$ cat src/rtl/fp_csr_pkg.sv
package fp_csr_pkg;
  localparam int DataW     = 64;
  localparam int FlagW     = 6;
  localparam int ModeW     = 2;
  localparam int SumBit    = 63;
  localparam int IneOffBit = 62;
  localparam int UnfOffBit = 61;
  localparam int UnfZeroBit = 60;
  localparam int DynLsb    = 58;
  localparam int FlagLsb   = 52;
  localparam int FlagMsb   = FlagLsb + FlagW - 1;

  // index of each condition in the reported flag vector
  localparam int FlInvalid = 0;
  localparam int FlDivZero = 1;
  localparam int FlOverflow = 2;
  localparam int FlUnderflow = 3;
  localparam int FlInexact = 4;
  localparam int FlIntOvf  = 5;

  typedef struct packed {
    logic             loadCtl;
    logic             loadFlags;
    logic [FlagW-1:0] setFlags;
  } csrStrobe_t;

  typedef struct packed {
    logic             inexactOff;
    logic             underflowOff;
    logic             underflowZero;
    logic [ModeW-1:0] dynMode;
  } csrCtl_t;
endpackage

$ cat src/rtl/fp_csr_ctrl.sv
module fp_csr_ctrl
  import fp_csr_pkg::*;
(
  input  logic             clk,
  input  logic             rst_n,
  input  logic             swWrEn,
  input  logic             excValid,
  input  logic [FlagW-1:0] excFlags,
  input  logic             dynReq,
  input  logic [ModeW-1:0] staticMode,
  input  csrCtl_t          ctlQ,
  output csrStrobe_t       strb,
  output logic [ModeW-1:0] rmSel,
  output logic             trapReq,
  output logic             forceZero
);
  logic [FlagW-1:0] trapEnable;
  logic [FlagW-1:0] reported;

  always_comb begin
    strb.loadCtl   = swWrEn;
    strb.loadFlags = swWrEn;
    strb.setFlags  = excValid ? excFlags : '0;
  end

  always_comb begin
    for (int i = 0; i < FlagW; i++) begin
      trapEnable[i] = 1'b1;
    end
    trapEnable[FlInexact]   = ~ctlQ.inexactOff;
    trapEnable[FlUnderflow] = ~ctlQ.underflowOff;
  end

  assign reported  = excValid ? excFlags : '0;
  assign trapReq   = |(reported & trapEnable);
  assign forceZero = reported[FlUnderflow] & ctlQ.underflowOff & ctlQ.underflowZero;
  assign rmSel     = dynReq ? ctlQ.dynMode : staticMode;

  AST_INEXACT_MASKED: assert property (@(posedge clk) disable iff (!rst_n)
    (excValid && excFlags == FlagW'(1 << FlInexact) && ctlQ.inexactOff) |-> !trapReq);
  AST_INVALID_TRAPS: assert property (@(posedge clk) disable iff (!rst_n)
    (excValid && excFlags[FlInvalid]) |-> trapReq);
  AST_UNDERFLOW_MASKED: assert property (@(posedge clk) disable iff (!rst_n)
    (excValid && excFlags == FlagW'(1 << FlUnderflow) && ctlQ.underflowOff) |-> !trapReq);
  AST_FORCE_NEEDS_BOTH: assert property (@(posedge clk) disable iff (!rst_n)
    forceZero |-> (excValid && ctlQ.underflowOff && ctlQ.underflowZero));
endmodule

$ cat src/rtl/fp_csr_dp.sv
module fp_csr_dp
  import fp_csr_pkg::*;
(
  input  logic             clk,
  input  logic             rst_n,
  input  csrStrobe_t       strb,
  input  logic [DataW-1:0] swWrData,
  output csrCtl_t          ctlQ,
  output logic [DataW-1:0] rdData
);
  logic [FlagW-1:0] flagQ;
  logic [FlagW-1:0] flagD;
  csrCtl_t          ctlD;

  always_comb begin
    flagD = strb.loadFlags ? (swWrData[FlagMsb:FlagLsb] | strb.setFlags)
                           : (flagQ | strb.setFlags);
    ctlD = ctlQ;
    if (strb.loadCtl) begin
      ctlD.inexactOff    = swWrData[IneOffBit];
      ctlD.underflowOff  = swWrData[UnfOffBit];
      ctlD.underflowZero = swWrData[UnfZeroBit];
      ctlD.dynMode       = swWrData[DynLsb +: ModeW];
    end
  end

  always_ff @(posedge clk) begin
    if (!rst_n) begin
      flagQ <= '0;
      ctlQ  <= '0;
    end else begin
      flagQ <= flagD;
      ctlQ  <= ctlD;
    end
  end

  generate
    for (genvar b = 0; b < FlagLsb; b++) begin : g_rsvd
      assign rdData[b] = 1'b0;
    end
  endgenerate
  assign rdData[FlagMsb:FlagLsb]     = flagQ;
  assign rdData[DynLsb +: ModeW]     = ctlQ.dynMode;
  assign rdData[UnfZeroBit]          = ctlQ.underflowZero;
  assign rdData[UnfOffBit]           = ctlQ.underflowOff;
  assign rdData[IneOffBit]           = ctlQ.inexactOff;
  assign rdData[SumBit]              = |flagQ;

  AST_FLAGS_STICKY: assert property (@(posedge clk) disable iff (!rst_n)
    !strb.loadFlags |=> ((flagQ & $past(flagQ)) == $past(flagQ)));
  AST_FLAGS_CAPTURED: assert property (@(posedge clk) disable iff (!rst_n)
    (|strb.setFlags) |=> ((flagQ & $past(strb.setFlags)) == $past(strb.setFlags)));
  AST_CTL_LOADED: assert property (@(posedge clk) disable iff (!rst_n)
    strb.loadCtl |=> (rdData[IneOffBit:DynLsb] == $past(swWrData[IneOffBit:DynLsb])));
endmodule

$ cat src/rtl/fp_csr.sv
module fp_csr
  import fp_csr_pkg::*;
(
  input  logic             clk,
  input  logic             rst_n,
  input  logic             swWrEn,
  input  logic [DataW-1:0] swWrData,
  output logic [DataW-1:0] swRdData,
  input  logic             excValid,
  input  logic [FlagW-1:0] excFlags,
  input  logic             dynReq,
  input  logic [ModeW-1:0] staticMode,
  output logic [ModeW-1:0] rmSel,
  output logic             trapReq,
  output logic             forceZero
);
  csrStrobe_t strb;
  csrCtl_t    ctlQ;

  fp_csr_ctrl u_ctrl (
    .clk(clk), .rst_n(rst_n), .swWrEn(swWrEn), .excValid(excValid),
    .excFlags(excFlags), .dynReq(dynReq), .staticMode(staticMode),
    .ctlQ(ctlQ), .strb(strb), .rmSel(rmSel), .trapReq(trapReq),
    .forceZero(forceZero)
  );

  fp_csr_dp u_dp (
    .clk(clk), .rst_n(rst_n), .strb(strb), .swWrData(swWrData),
    .ctlQ(ctlQ), .rdData(swRdData)
  );
endmodule

$ cat config.mk
export PLATFORM = sky130hd
export DESIGN_NAME = fp_csr
export DESIGN_NICKNAME = d
export VERILOG_FILES = /design/src/rtl/fp_csr_pkg.sv /design/src/rtl/fp_csr_ctrl.sv /design/src/rtl/fp_csr_dp.sv /design/src/rtl/fp_csr.sv
export SDC_FILE = /design/constraint.sdc
export NUM_CORES = 1
export LEC_CHECK = 0
export ABC_CLOCK_PERIOD_IN_PS = 800
export BUFFER_PORTS_ARGS = -buffer_cell sky130_fd_sc_hd__buf_2
export CORE_MARGIN = 2
export CORE_UTILIZATION = 26
export CTS_CLUSTER_SIZE = 28
export DETAILED_ROUTE_END_ITERATION = 16
export MAX_ROUTING_LAYER = met4
export PLACE_DENSITY = 0.74
export SLEW_MARGIN = 10
export SYNTH_ARGS = -nofsm -noshare
export SYNTH_HDL_FRONTEND = slang
export SYNTH_SLANG_ARGS = --single-unit
$ cat constraint.sdc
create_clock -name clk -period 0.8 [get_ports clk]
set_clock_uncertainty 0.1 [all_clocks]
set_input_delay 0.04 -clock clk [delete_from_list [all_inputs] [get_ports clk]]
set_output_delay 0.04 -clock clk [all_outputs]
set_load 0.01 [all_outputs]
== After elaboration in Yosys (flattened, before gate mapping) ==
Cells that the tools add are included.

* Bits in registers: 11
* Logic and storage cells: 17

* Multiplexer cells: 3
* Bitwise logic cells: 7
* Reductions and logical operators: 2

{| class="wikitable"
|+ Operators with widths
! kind !! number
|-
| 6-bit 2-to-1 mux || 2
|-
| 6-bit bitwise OR || 2
|-
| 6-bit OR reduction || 2
|-
| 6-bit AND || 1
|-
| 1-bit AND || 2
|-
| 2-bit 2-to-1 mux || 1
|-
| 1-bit inverter || 2
|}

== Logic depth before layout (Yosys ltp) ==
* Depth in word-level cells: 3
* Depth in mapped cells: 3
* Gate-level depth less buffers: 2

== Cells and area by module ==
A second synthesis with hierarchy kept.

* Cell total of the unflattened synthesis: 113
* Area, all modules: 1,021.0 um2

{| class="wikitable"
|+ Modules (own cells, without submodules)
! module !! instances !! cells an instance !! area each (um2)
|-
| fp_csr_dp || 1 || 97 || 902.1
|-
| fp_csr_ctrl || 1 || 16 || 118.9
|}

== Least setup slack after synthesis ==
No wires, ideal clock.

* Path type: reg2out
* Start: register, netlist name u_dp.ctlQ[3]
* End: output trapReq
* Data arrival time: 0.739 ns
* Data required time: 0.660 ns
* Setup slack: -0.079 ns
* Cell stages (with the launch flop): 3
* Path buffers: 0
* Cells stage by stage: dfxtp_1 nand2b_1 a31oi_1

* Word-level cells in the longest chain between the ends: 3

{| class="wikitable"
|+ RTL lines
! what !! line !! RTL
|-
| 1-bit inverter || fp_csr_ctrl.sv:31 || <nowiki>trapEnable[FlUnderflow] = ~ctlQ.underflowOff;</nowiki>
|-
| 6-bit AND || fp_csr_ctrl.sv:35 || <nowiki>assign trapReq = |(reported & trapEnable);</nowiki>
|-
| 6-bit OR reduction || fp_csr_ctrl.sv:35 ||
|-
| end: declaration || fp_csr.sv:14 || <nowiki>output logic trapReq,</nowiki>
|}

Every way passes these cells.

== Worst setup path after layout ==
* Start: register u_dp.flagQ[4]
* End: output swRdData[63]

* Word-level cells in the longest chain between the ends: 1

{| class="wikitable"
|+ RTL lines
! what !! line !! RTL
|-
| start: declaration || fp_csr_dp.sv:11 || <nowiki>logic [FlagW-1:0] flagQ;</nowiki>
|-
| start signal: assignment || fp_csr_dp.sv:32 || <nowiki>flagQ <= flagD;</nowiki>
|-
| 6-bit OR reduction || fp_csr_dp.sv:47 || <nowiki>assign rdData[SumBit] = |flagQ;</nowiki>
|-
| end: declaration || fp_csr.sv:8 || <nowiki>output logic [DataW-1:0] swRdData,</nowiki>
|}

Every way passes these cells.

==> PnR_summary.wiki <==
{| class="wikitable"
! Metric !! Value
|-
| Largest vdd supply drop || 0.0008826 V
|-
| Yosys warns || 0
|-
| Dpl hpwl || 1453 um
|-
| Required time at the endpoint of the critical path || ~0.66 ns
|-
| Number of maximum-capacitance constraint violations || 0
|-
| Avg WL per Cell || 10.16 um
|-
| Depth of the most critical reg-to-reg path || 4
|-
| Total wire length after detailed routing || approximately 2100 um
|-
| Final setup violation count || 23
|-
| Die width || 63.19 um
|-
| Total via count after detailed routing || roughly 730
|-
| Number of remaining DRC errors || 0
|-
| Fraction of final layout cells sized beyond drive strength 1 || 45.45%
|-
| Number of top-level pins || about 150
|-
| Final standard cell area without fillers || 1346 um^2
|-
| Total number of placement rows || 21
|-
| First drt pass iteration count || 2
|-
| Number of design-rule violations left by the first detailed-router iteration || 18
|-
| Clock transition at the register clock pins on the worst setup and hold paths after CTS || around 0.080 ns
|-
| Cell at the root of the clock tree || sky130_fd_sc_hd__clkbuf_4
|-
| Max clock buf depth || 2
|-
| Highest Clock Rate || 0.8124 GHz
|-
| Startpoint type of the worst setup path || register
|-
| GR Overflow Total || 0
|-
| RePlAce Congestion || around 0.73
|-
| Power density of the placed cells || between 1000 and 1500 nW/um^2
|-
| Clock tree from TritonCTS || built
|-
| #FFs+latches synth || 11
|-
| Cell with the most instances after synthesis || sky130_fd_sc_hd__buf_4
|-
| Overall Power || 0.001633 W
|-
| Crit Path Class || reg2out
|-
| Synthesized area per cell || around 8.6 um^2
|-
| Core footprint || approximately 3400 um^2
|-
| Launch instance of the worst register-to-register path || u_dp.flagQ[4]
|-
| Number of buffer cells added on primary ports || 39
|-
| Area of the mapped netlist || 910.9 um^2
|-
| Static Leak || approximately 0.71 nW
|-
| Time the worst path needs with I/O delays and setup || between 1 and 1.5 ns
|-
| Violations in the final reports || hold timing, setup timing
|-
| Synth cell types || 15
|-
| WHS Endpoint || u_dp.ctlQ[0]
|-
| Area fraction of the dominant cell type after synthesis || approximately 43%
|-
| Cell area reported after detailed placement || 1046 um^2
|-
| Final hold violation count || 8
|-
| Clock latency on the worst-skew pair || about 0.27 ns
|-
| First-pass GRT wire length || 3305 um
|-
| Post-synthesis cell type with the largest combined area || sky130_fd_sc_hd__buf_4
|-
| Result of the run || finished, violations left
|-
| Die H || around 63 um
|-
| Area enclosed by the die boundary || approximately 4000 um^2
|-
| Cts bufs inserted || 3
|-
| Register-to-register setup slack || -0.19 ns
|-
| Worst EP arrival || 1.09 ns
|-
| Total number of H-tree levels || 1
|-
| Most numerous cell types in the synthesized netlist || sky130_fd_sc_hd__buf_4, sky130_fd_sc_hd__dfxtp_1, sky130_fd_sc_hd__mux2i_1, sky130_fd_sc_hd__nand2_1, sky130_fd_sc_hd__a21boi_1
|-
| Most instantiated flip-flop cell in the synthesis netlist || sky130_fd_sc_hd__dfxtp_1
|-
| Fraction of synthesis flops using an asynchronous set or reset pin || 0%
|-
| Layout overhead on the synthesized area || 47.80%
|-
| Total GRT Usage || between 10% and 20%
|-
| Sequential share of the synthesized area || roughly 24%
|-
| Vias in the first global route || approximately 700
|-
| Nets@finish || approximately 240
|-
| Path category of the worst min-delay check || in2reg
|-
| Number of diodes || 0
|-
| Remaining antenna violation count after routing || 0
|-
| Peak fanout along the critical path || 2
|-
| Final critical-path share of the clock period || 153.9%
|-
| Summed negative setup slack over all endpoints || -4.110 ns
|-
| Hold depth || 3
|-
| Worst Hold Margin || -0.06675 ns
|-
| Start point of the worst hold path || swWrData[58]
|-
| Count of clock tree sinks || 11
|-
| Drt via density || between 3 and 4
|-
| Initial standard-cell utilization of the core || between 20% and 30%
|-
| Unrepaired setup endpoints after global routing || true
|-
| Top post-synthesis cells by area || sky130_fd_sc_hd__buf_4, sky130_fd_sc_hd__dfxtp_1, sky130_fd_sc_hd__mux2i_1, sky130_fd_sc_hd__a21boi_1, sky130_fd_sc_hd__nor2b_1
|-
| Maximum number of pins on one net before global-route repair || 12
|-
| Crit path setup slack, layout || -0.4309 ns
|-
| Syn Inst Count || between 100 and 150
|-
| Number of antenna violations at the first check in global routing || 0
|-
| Final Slew Violations || 0
|-
| Kind of end point of the critical path || output pin
|-
| Capturing point of the worst reg2reg path || u_dp.flagQ[4]
|-
| Number of synthesized flops with an enable pin || 0
|}
[power by group]
group,switching [W],internal (W),total (W)
combinational,0.000290,0.000315,0.000605
clock,0.000200,0.000193,0.000393
sequential,0.0000401,0.000595,0.000635
[what timing repair did]
action	4_1_cts	5_1_grt
hold buffers	5	1
resized for setup	32	10
endpoints found under the hold margin	11	9
pin swaps	1	3
buffers inserted	1	3
setup endpoints to repair	22	24
[routing by layer]
metal	vias up	GRT usage, %	part of all wire, %
met5	-	-	0
met4	0	1.630	0
met3	0	3.571	9.6
met2	49	19.02	52
met1	329	12.55	38
li1	355	-	-
[worst max path at each step]
stage                       start      endpoint  slack (ns)  cells past startpoint
global placement    u_dp.flagQ[4]  swRdData[63]       -0.18                      3
CTS                 u_dp.flagQ[4]  swRdData[63]       -0.44                      3
global route        u_dp.flagQ[4]  swRdData[63]       -0.54                      3
detailed placement    excFlags[2]       trapReq       -0.20                      5
finish              u_dp.flagQ[4]  swRdData[63]       -0.43                      3
floorplan           u_dp.flagQ[4]  swRdData[63]       -0.04                      2
[cell usage in the layout (no fill, tap or decap)]
cell and n:
sky130_fd_sc_hd__a21boi_1 6, sky130_fd_sc_hd__a31oi_4 1, sky130_fd_sc_hd__buf_12 1, sky130_fd_sc_hd__buf_2 24
sky130_fd_sc_hd__buf_4 4, sky130_fd_sc_hd__buf_6 23, sky130_fd_sc_hd__clkbuf_1 1, sky130_fd_sc_hd__clkbuf_4 3
sky130_fd_sc_hd__conb_1 52, sky130_fd_sc_hd__dfxtp_2 11, sky130_fd_sc_hd__dlygate4sd3_1 6, sky130_fd_sc_hd__inv_1 1
sky130_fd_sc_hd__mux2_4 2, sky130_fd_sc_hd__mux2i_1 9, sky130_fd_sc_hd__mux2i_2 2, sky130_fd_sc_hd__nand2_1 7
sky130_fd_sc_hd__nand2_2 1, sky130_fd_sc_hd__nand2b_4 2, sky130_fd_sc_hd__nor2_1 2, sky130_fd_sc_hd__nor2b_1 5
sky130_fd_sc_hd__nor4_1 1, sky130_fd_sc_hd__nor4_4 1
[critical path: stages, from the launching register on]
cell                      delay [ns]
sky130_fd_sc_hd__dfxtp_2        0.34
sky130_fd_sc_hd__nor4_4         0.27
sky130_fd_sc_hd__nand2_1        0.07
sky130_fd_sc_hd__buf_2          0.14
[final cells by class]
type,count,area [um^2]
fillers,371,2017
multi-input cells,91,535.5
repair buffers,58,489.2
flip-flops and latches,11,234.0
well taps,46,57.56
clock buffers,4,26.28
inverters,1,3.754
[state kept, by name, indices dropped and copies added (netlist names)]
signal and count:
u_dp.flagQ 6, u_dp.ctlQ 5
[per-stage QoR]
step | std cells | worst slack, ns | utilization (%)
after global placement | 198 | -0.1758 | 31.10
after detailed placement | 198 | -0.1958 | 31.10
after floorplan | 157 | -0.03610 | -
final | 211 | -0.4309 | 40.03
after global routing | 211 | -0.5396 | 40.03
after CTS | 208 | -0.4365 | 37.65
[cells by family after synthesis]
| group | synth area share (%) |
|---|---|
| multiplexers | 14.56 |
| AND/OR/NAND/NOR | 10.30 |
| other | 0.4117 |
| AO/OA/AOI/OAI | 5.632 |
| flip-flops | 24.18 |
| buffers and inverters | 44.92 |
Power figures use the tool's default switching activity.
